### config.mk
export PLATFORM = sky130hd
export DESIGN_NAME = link_cfg_select
export DESIGN_NICKNAME = d
export VERILOG_FILES = /design/src/rtl/link_cfg_pkg.sv /design/src/rtl/lcs_lane_clamp.sv /design/src/rtl/lcs_fit_check.sv /design/src/rtl/link_cfg_select.sv
export SDC_FILE = /design/constraint.sdc
export NUM_CORES = 1
export LEC_CHECK = 0
export BUFFER_PORTS_ARGS = -buffer_cell sky130_fd_sc_hd__clkbuf_2
export CORE_UTILIZATION = 55
export DETAILED_ROUTE_END_ITERATION = 16
export GPL_ROUTABILITY_DRIVEN = 1
export PLACE_DENSITY = 0.85
export SYNTH_ARGS = -nofsm -noshare
export SYNTH_HDL_FRONTEND = slang
export SYNTH_SLANG_ARGS = --single-unit
### constraint.sdc
create_clock -name clk -period 13.3 [get_ports clk]
set_clock_uncertainty 0.15 [all_clocks]
set_input_delay 1.33 -clock clk [delete_from_list [all_inputs] [get_ports clk]]
set_output_delay 1.33 -clock clk [all_outputs]
set_load 0.05 [all_outputs]
### src/rtl/link_cfg_pkg.sv
package link_cfg_pkg;

    localparam int RATE_LO_KHZ  = 162000;
    localparam int RATE_MID_KHZ = 270000;
    localparam int RATE_HI_KHZ  = 540000;
    localparam int DEFAULT_BPP  = 24;

    typedef enum logic [1:0] {
        ST_IDLE,
        ST_LANE,
        ST_RATE,
        ST_DONE
    } lcs_state_e;

    typedef enum logic [1:0] {
        RIDX_LO  = 2'd0,
        RIDX_MID = 2'd1,
        RIDX_HI  = 2'd2
    } lcs_ridx_e;

    // Bits per pixel from bits per colour component.
    function automatic int bpp_of(input int bpc);
        return (bpc == 0) ? DEFAULT_BPP : 3 * bpc;
    endfunction

endpackage

### src/rtl/lcs_lane_clamp.sv
module lcs_lane_clamp #(
    parameter int LANE_W = 3
) (
    input  logic [LANE_W-1:0] raw_i,
    output logic [LANE_W-1:0] lanes_o
);
    localparam logic [LANE_W-1:0] ONE  = LANE_W'(1);
    localparam logic [LANE_W-1:0] TWO  = LANE_W'(2);
    localparam logic [LANE_W-1:0] FOUR = LANE_W'(4);

    always_comb begin
        if (raw_i == ONE || raw_i == TWO || raw_i == FOUR)
            lanes_o = raw_i;
        else
            lanes_o = ONE;
    end
endmodule

### src/rtl/lcs_fit_check.sv
module lcs_fit_check #(
    parameter int PIX_W  = 20,
    parameter int RATE_W = 20,
    parameter int LANE_W = 3,
    parameter int BPP_W  = 6
) (
    input  logic [PIX_W-1:0]  pix_i,
    input  logic [RATE_W-1:0] rate_i,
    input  logic [LANE_W-1:0] lanes_i,
    input  logic [BPP_W-1:0]  bpp_i,
    output logic              fits_o
);
    // pix <= floor(rate*lanes*8/bpp)  <=>  pix*bpp <= rate*lanes*8
    localparam int DEM_W = PIX_W + BPP_W;
    localparam int SUP_W = RATE_W + LANE_W + 3;
    localparam int CMP_W = ((DEM_W > SUP_W) ? DEM_W : SUP_W) + 1;

    logic [CMP_W-1:0] demand;
    logic [CMP_W-1:0] supply;

    assign demand = CMP_W'(pix_i) * CMP_W'(bpp_i);
    assign supply = (CMP_W'(rate_i) * CMP_W'(lanes_i)) << 3;
    assign fits_o = (demand <= supply);
endmodule

### src/rtl/link_cfg_select.sv
module link_cfg_select
    import link_cfg_pkg::*;
#(
    parameter int PIX_W  = 20,
    parameter int RATE_W = 20,
    parameter int LANE_W = 3,
    parameter int BPC_W  = 4
) (
    input  logic              clk,
    input  logic              rst,
    input  logic              start_i,
    input  logic [PIX_W-1:0]  pix_clk_khz_i,
    input  logic [LANE_W-1:0] sink_lanes_i,
    input  logic [RATE_W-1:0] sink_rate_khz_i,
    input  logic [BPC_W-1:0]  bpc_i,
    input  logic              hi_rate_cap_i,
    input  logic              force_mid_rate_i,
    output logic              done_o,
    output logic [LANE_W-1:0] lanes_o,
    output logic [RATE_W-1:0] rate_khz_o,
    output logic              mode_ok_o
);
    localparam int BPP_W = BPC_W + 2;
    localparam logic [RATE_W-1:0] R_LO  = RATE_W'(RATE_LO_KHZ);
    localparam logic [RATE_W-1:0] R_MID = RATE_W'(RATE_MID_KHZ);
    localparam logic [RATE_W-1:0] R_HI  = RATE_W'(RATE_HI_KHZ);

    lcs_state_e        state_q;
    lcs_ridx_e         ridx_q;
    logic [PIX_W-1:0]  pix_q;
    logic [LANE_W-1:0] max_lanes_q;
    logic [RATE_W-1:0] max_rate_q;
    logic [BPP_W-1:0]  bpp_q;
    logic              hicap_q;
    logic              force_q;
    logic [LANE_W-1:0] lane_w_q;

    logic [LANE_W-1:0] lanes_clamped;
    logic [BPP_W-1:0]  bpp_in;
    logic [RATE_W-1:0] cand_rate;
    logic              fit_at_max;
    logic              fit_at_cand;
    logic              finish_now;
    logic [RATE_W-1:0] finish_rate;
    logic              idle_w;

    assign bpp_in = BPP_W'(bpp_of(int'(bpc_i)));
    assign idle_w = (state_q == ST_IDLE);
    assign done_o = (state_q == ST_DONE);

    lcs_lane_clamp #(.LANE_W(LANE_W)) u_clamp (
        .raw_i  (sink_lanes_i),
        .lanes_o(lanes_clamped)
    );

    always_comb begin
        case (ridx_q)
            RIDX_LO:  cand_rate = R_LO;
            RIDX_MID: cand_rate = R_MID;
            default:  cand_rate = R_HI;
        endcase
    end

    lcs_fit_check #(.PIX_W(PIX_W), .RATE_W(RATE_W), .LANE_W(LANE_W), .BPP_W(BPP_W)) u_fit_lane (
        .pix_i  (pix_q),
        .rate_i (max_rate_q),
        .lanes_i(lane_w_q),
        .bpp_i  (bpp_q),
        .fits_o (fit_at_max)
    );

    lcs_fit_check #(.PIX_W(PIX_W), .RATE_W(RATE_W), .LANE_W(LANE_W), .BPP_W(BPP_W)) u_fit_rate (
        .pix_i  (pix_q),
        .rate_i (cand_rate),
        .lanes_i(lane_w_q),
        .bpp_i  (bpp_q),
        .fits_o (fit_at_cand)
    );

    // Rate decision for the current candidate.
    always_comb begin
        finish_now  = 1'b0;
        finish_rate = max_rate_q;
        if (state_q == ST_RATE) begin
            if (force_q) begin
                finish_now  = 1'b1;
                finish_rate = R_MID;
            end else if (ridx_q == RIDX_HI) begin
                finish_now  = 1'b1;
                finish_rate = (hicap_q && fit_at_cand) ? R_HI : max_rate_q;
            end else if (fit_at_cand) begin
                finish_now  = 1'b1;
                finish_rate = cand_rate;
            end
        end
    end

    always_ff @(posedge clk) begin
        if (rst) begin
            state_q     <= ST_IDLE;
            ridx_q      <= RIDX_LO;
            pix_q       <= '0;
            max_lanes_q <= '0;
            max_rate_q  <= '0;
            bpp_q       <= '0;
            hicap_q     <= 1'b0;
            force_q     <= 1'b0;
            lane_w_q    <= '0;
            lanes_o     <= '0;
            rate_khz_o  <= '0;
            mode_ok_o   <= 1'b0;
        end else begin
            case (state_q)
                ST_IDLE: begin
                    if (start_i) begin
                        pix_q       <= pix_clk_khz_i;
                        max_lanes_q <= lanes_clamped;
                        max_rate_q  <= sink_rate_khz_i;
                        bpp_q       <= bpp_in;
                        hicap_q     <= hi_rate_cap_i;
                        force_q     <= force_mid_rate_i;
                        lane_w_q    <= LANE_W'(1);
                        state_q     <= ST_LANE;
                    end
                end
                ST_LANE: begin
                    if (lane_w_q < max_lanes_q && !fit_at_max) begin
                        lane_w_q <= lane_w_q << 1;
                    end else begin
                        ridx_q  <= RIDX_LO;
                        state_q <= ST_RATE;
                    end
                end
                ST_RATE: begin
                    if (finish_now) begin
                        lanes_o    <= lane_w_q;
                        rate_khz_o <= finish_rate;
                        mode_ok_o  <= !(finish_rate == R_HI && !hicap_q);
                        state_q    <= ST_DONE;
                    end else begin
                        ridx_q <= (ridx_q == RIDX_LO) ? RIDX_MID : RIDX_HI;
                    end
                end
                default: begin
                    state_q <= ST_IDLE;
                end
            endcase
        end
    end
endmodule

# ---- After elaboration in Yosys (flattened, before gate mapping)
# Cells that the tools add are included.
dict set report classes {
  mul 4
  n_lt_le_gt_ge 3
  eq_ne 14
  n_mux 23
  n_reduce_logical 18
}
# op n
set ops {}
lappend ops {{two-way mux 20 bit} 5}
lappend ops {{<= comparator 26 bit} 2}
lappend ops {{multiplier 20 x 3 -> 23 bit} 2}
lappend ops {{one-hot mux 20 bit (2 select lines)} 1}
lappend ops {{multiplier 20 x 6 -> 26 bit} 1}
lappend ops {{equality test 20 bit, second input constant} 1}
lappend ops {{two-way mux 2 bit} 6}
lappend ops {{!= test 2 bit, second input constant} 5}
lappend ops {{two-way mux 3 bit} 3}
lappend ops {{AND reduction 3 bit} 3}
lappend ops {{equality test 2 bit, second input constant} 3}
lappend ops {{multiplier 2 x 4 -> 6 bit, first input constant} 1}
lappend ops {{two-way mux 6 bit} 1}
lappend ops {{one-hot mux 2 bit (3 select lines)} 1}
lappend ops {{one-hot mux 3 bit (2 select lines)} 1}
lappend ops {{equality test 2 x 1 -> 1 bit, second input constant} 2}
lappend ops {{logical NOT 2 bit} 2}
lappend ops {{logical NOT 4 bit} 1}
lappend ops {{two-way mux 1 bit} 4}
lappend ops {{one-hot mux 2 bit (2 select lines)} 1}
lappend ops {{AND reduction 2 bit} 2}
lappend ops {{nonzero test 2 bit} 2}
lappend ops {{equality test 3 x 1 -> 1 bit, second input constant} 1}
lappend ops {{equality test 3 x 2 -> 1 bit, second input constant} 1}
lappend ops {{5 further kinds} 10}
dict set report word_totals {
  regBits 82
  inputBits 52
  wordCells 74
}

# ---- Longest topological paths before layout
dict set report depth {
  word_depth 12
  ltp_mapped 27
  depth_no_buf 25
}

# ---- Cells and area by module
# From an unflattened synthesis, not the netlist that was laid out.
dict set report unflattened {
  cells_unflattened 1923
  area_unflattened_um2 15290.9
}
# mod n_inst cells_each area_each_um2 seq_area_each_um2
set modules_own_cells {}
lappend modules_own_cells {{lcs_fit_check (u_fit_lane)} 1 743 5935.7 0.0}
lappend modules_own_cells {{lcs_fit_check (u_fit_rate)} 1 738 5871.9 0.0}
lappend modules_own_cells {link_cfg_select 1 438 3453.3 1641.6}
lappend modules_own_cells {lcs_lane_clamp 1 4 30.0 0.0}

# ---- Worst setup path before layout
# No wires, ideal clock.
dict set report synth_path {
  path_type {register -> register}
  start {register bpp_q[5]}
  end {register rate_khz_o[16]}
  t_arrival_ps 6107
  t_required_ps 13079
  slack_ps 6972
  path_stages_with_launch 25
  period_less_slack_ps 6328
  path_cell_list {dfxtp_1 -> clkbuf_1 -> nand2_1 -> fa_1 -> fa_1 -> fa_1 -> inv_1 -> ha_1 -> a211oi_1 -> o21ai_0 -> a31oi_1 -> o31ai_1 -> a2111oi_0 -> o21bai_1 -> a21oi_1 -> xor2_1 -> ha_1 -> nand4_1 -> or3_1 -> o21ai_4 -> nand2_2 -> o31ai_4 -> buf_4 -> nand2_1 -> a21oi_1}
}
dict set report synth_between {
  elab_chain_cells 7
  word_cells_on_any_way 13
  classes_between {mul (1); order compare (1); mux (9); reduce/logical (2)}
}
# element line
set synth_rtl {}
lappend synth_rtl {{start, declared} link_cfg_select.sv:33} ;# logic [BPP_W-1:0] bpp_q;
lappend synth_rtl {{start signal, assigned} link_cfg_select.sv:119} ;# bpp_q <= bpp_in;
lappend synth_rtl {{multiplier 20 x 6 -> 26 bit (*)} lcs_fit_check.sv:21} ;# assign demand = CMP_W'(pix_i) * CMP_W'(bpp_i);
lappend synth_rtl {{<= comparator 26 bit (*)} lcs_fit_check.sv:23} ;# assign fits_o = (demand <= supply);
lappend synth_rtl {{two-way mux 1 bit / logical AND 1 bit (equally long branches)} {link_cfg_select.sv:91, link_cfg_select.sv:90}}
lappend synth_rtl {{two-way mux 1 bit / two-way mux 20 bit (equally long branches)} {link_cfg_select.sv:88, link_cfg_select.sv:90}}
lappend synth_rtl {{two-way mux 1 bit / two-way mux 20 bit (equally long branches)} {link_cfg_select.sv:85, link_cfg_select.sv:88}}
lappend synth_rtl {{two-way mux 1 bit / two-way mux 20 bit (equally long branches)} {link_cfg_select.sv:84, link_cfg_select.sv:85}}
lappend synth_rtl {{AND reduction 2 bit (no source line) / two-way mux 20 bit (equally long branches)} -}
lappend synth_rtl {{end signal, assigned} link_cfg_select.sv:137} ;# rate_khz_o <= finish_rate;
lappend synth_rtl {{end, declared} link_cfg_select.sv:20} ;# output logic [RATE_W-1:0] rate_khz_o,
# Every way passes the cells marked *; elsewhere a longest branch is shown, timed or not.
# A chain may end at the register's enable or synchronous reset.

# ---- Final worst setup path
dict set report layout_path {
  start {register bpp_q[1]}
  end {register rate_khz_o[19]}
}
# The elaborated chain is that of the path after synthesis.

==> impl_metrics.env <==
export IMPL_rrSetupSlack_ns=5.78
export IMPL_yosysMostFrequentCell="nand2_1"
export IMPL_netSwitchingPower_mw=0.754
export IMPL_slowest_stage="dfxtp_1"
export IMPL_drc_errors=0
export IMPL_drt_total_wl_mm=26.6
export IMPL_worstSetupStartpointType="flop"
export IMPL_firstDrtPassIters=5
export IMPL_cellPowerDensity_nw_per_um2=126
export IMPL_cts_buffer_depth=2
export IMPL_antenna_left=0
export IMPL_yosysWarnings=0
export IMPL_cts_tree="built"
export IMPL_drt_iter0_markers=542
export IMPL_clkPwrFrac_pct=17.6
export IMPL_htree_num_levels=3
export IMPL_numPortBuffers=76
export IMPL_placed_cells=1641
export IMPL_run_status="completed"
export IMPL_power_frac_comb_pct=56.5
export IMPL_post_cts_buffers=0
export IMPL_rsz0062_at_grt="no"
export IMPL_p_leak_nw=5.67
export IMPL_cts_sinks=82
export IMPL_slowest_delay_ns=0.77
export IMPL_synth_top_cell_by_area="fa_1"
export IMPL_syn_cell_area_um2=10800
export IMPL_synth_area_top_cells="fa_1 19%, dfxtp_1 15%, ha_1 15%, nand2_1 7.1%, and2_1 6.9%"
export IMPL_post_synth_top_area_fraction_pct=19.0
export IMPL_arrival_ns=7.65
export IMPL_instances_no_fill=1657
export IMPL_relSlewSlack_pct=44.5
export IMPL_wl_per_cell_um=16.1
export IMPL_cts_root_buf="clkbuf_16"
export IMPL_crit_path_cell_trace="and2_1 > fa_1 > inv_1 > fa_1 > fa_1 > inv_1 > ha_1 > a211oi_1 > o21ai_0 > a31oi_1 > o31ai_1 > a2111oi_0 > o21bai_1 > a21oi_1 > xor2_1 > ha_1 > nand4_1 > or3_1 > o21ai_4 > nand2_2 > o31ai_4 > nand2_1 > a21oi_1"
export IMPL_final_hold_violation_count=0
export IMPL_area_growth_pct=7.67
export IMPL_grt_pass1_wl_mm=45.2
export IMPL_place_congestion=0.914
export IMPL_hp_class="reg -> reg"
export IMPL_cp_end_kind="flop"
export IMPL_ios=77
export IMPL_crit_type="reg -> reg"
export IMPL_start_util_pct=56.9
export IMPL_clock_latency_ns=0.36
export IMPL_power_total_mw=1.47
export IMPL_synth_cell_types=72
export IMPL_vdd_ir_drop_max_mv=0.214
export IMPL_drv_cap=0
export IMPL_synthesis_nets=1635
export IMPL_fin_setup_tns_ns=0
export IMPL_gr_total_overflow=0
export IMPL_diodes=0
export IMPL_die_h_um=142
export IMPL_cts_buffers_inserted=9
export IMPL_grt_max_degree=83
export IMPL_holdBufCountCts=0
export IMPL_drive_gt1_share_pct=8.59
export IMPL_grt_pass1_vias=9627
export IMPL_antenna_found_initial=0
export IMPL_synthFlopType="dfxtp_1"
export IMPL_crit_fanout=21
export IMPL_synth_edff_count=0
export IMPL_fin_util_pct=61.3
export IMPL_worst_slack_ns=5.78
export IMPL_fin_crit_ns=7.52
export IMPL_die_w_um=142
export IMPL_seqPwrFrac_pct=25.9
export IMPL_p_int_mw=0.717
export IMPL_grt_use_total_pct=27.7
export IMPL_dp_slack_ns=5.93
export IMPL_place_hpwl_mm=20.9
export IMPL_ctsResizeCount=0
export IMPL_synth_commonest_cells="205 x nand2_1, 154 x inv_1, 129 x ha_1"
export IMPL_timing_fmax_ghz=0.133
export IMPL_drv_slew=0
export IMPL_worstMarginPinSlew_ns=0.832
export IMPL_ys_seq_area_share_pct=15.2
export IMPL_synthArstFlopShare_pct=0
export IMPL_ys_ff_latch=82
export IMPL_vias_per_cell=5.76
export IMPL_crit_top_cell="fa_1"
export IMPL_setup_violations=0
export IMPL_syn_avg_cell_area_um2=8.01
export IMPL_die_area_um2=20300
export IMPL_cts_reportedPaths_clkPinSlew_ns=0.08
export IMPL_netlist_instances=1351
export IMPL_finalNetCount=1676
export IMPL_crit_required_ns=13.43
export IMPL_vias=9545
export IMPL_period_share_pct=56.5
export IMPL_num_rows=50
export IMPL_core_region_area_um2=19000
export IMPL_p_sw_share_pct=51.2
==> per-stage QoR <==
step | cell area, um^2 | hold WS, ns
after global routing | 11700 | 0.329
after CTS | 11700 | 0.312
final | 11700 | 0.309
after floorplan | 10800 | 0.297
after global placement | 11400 | 0.292
after detailed placement | 11400 | 0.300
==> cell families after synthesis <==
family,after synthesis,synth area share (%)
xor gates and xnor gates,52,4.21
adders and majority gates,232,33.9
DFF,82,15.2
and+or+nand+nor,501,22.8
buffers and inverters,206,7.38
AOI/OAI and AO/OA,278,16.5
==> worst max-delay path: cells and delay by family (launching register included) <==
kind	cells	cell delay, ns
compound gates	10	2.84
xor+xnor	1	0.24
fa+ha+maj	5	2.01
buf+inv	2	0.14
flops	1	0.77
simple gates	5	1.29
==> power by group through the flow <==
| stage | logic [mW] | registers (mW) | clock network [mW] |
|---|---|---|---|
| 2_1_floorplan | 0.609 | 0.393 | 0 |
| 6_report | 0.831 | 0.381 | 0.259 |
| 3_5_place_dp | 0.809 | 0.381 | 0 |
| 4_1_cts | 0.819 | 0.376 | 0.259 |
| 5_1_grt | 0.919 | 0.388 | 0.266 |
| 3_3_place_gp | 0.779 | 0.379 | 0 |
==> worst paths after layout <==
| path | from | cells past startpoint | to |
|---|---|---|---|
| max | bpp_q[1]$_SDFFE_PP0P_ | 23 | rate_khz_o[19]$_SDFFE_PP0P_ |
| min | rate_khz_o[2]$_SDFFE_PP0P_ | 2 | rate_khz_o[2]$_SDFFE_PP0P_ |
| min reg2reg | rate_khz_o[2]$_SDFFE_PP0P_ | 2 | rate_khz_o[2]$_SDFFE_PP0P_ |
| max reg2reg | bpp_q[1]$_SDFFE_PP0P_ | 23 | rate_khz_o[19]$_SDFFE_PP0P_ |
==> final cells by class <==
| cell class | count | area, um^2 |
|---|---|---|
| multi-input cells | 1063 | 8390 |
| clock buffers | 9 | 225 |
| clock inverters | 7 | 76.3 |
| fillers | 1666 | 7360 |
| repair buffers | 82 | 425 |
| well taps | 260 | 325 |
| flip-flops and latches | 82 | 1640 |
| inverters | 154 | 578 |
==> state kept, by name, summed over array words and instances, names as in the netlist <==
register	flops
bpp_q	6
force_q	1
hicap_q	1
lane_w_q	3
lanes_o	3
max_lanes_q	3
max_rate_q	20
mode_ok_o	1
pix_q	20
rate_khz_o	20
ridx_q	2
state_q	2
==> routing by layer <==
metal	up-vias	part of all wire, %	global-route usage [%]
li1	4572	-	-
met1	4536	43	35.1
met2	356	48	48.3
met3	81	5.9	3.30
met4	0	2.9	9.96
met5	-	0	0
==> placed cells by master (no fill, tap or decap), drive strengths merged, types with 4 or more instances in the layout <==
master	instances
ha	129
o21bai	10
nor2b	16
inv	159
o21a	10
a31oi	5
xnor2	32
or2	4
fa	103
a21o	19
nor3	24
nor4	6
a211o	4
o21ai	42
buf	6
nand3	24
and2	120
o22ai	5
xor2	20
nand2b	9
dfxtp	82
nand4	11
and3	7
o211ai	4
o31ai	8
clkbuf	85
nor2	58
a21oi	123
nand2	206
a211oi	20
Note: power is estimated with default switching activity, not from simulation.
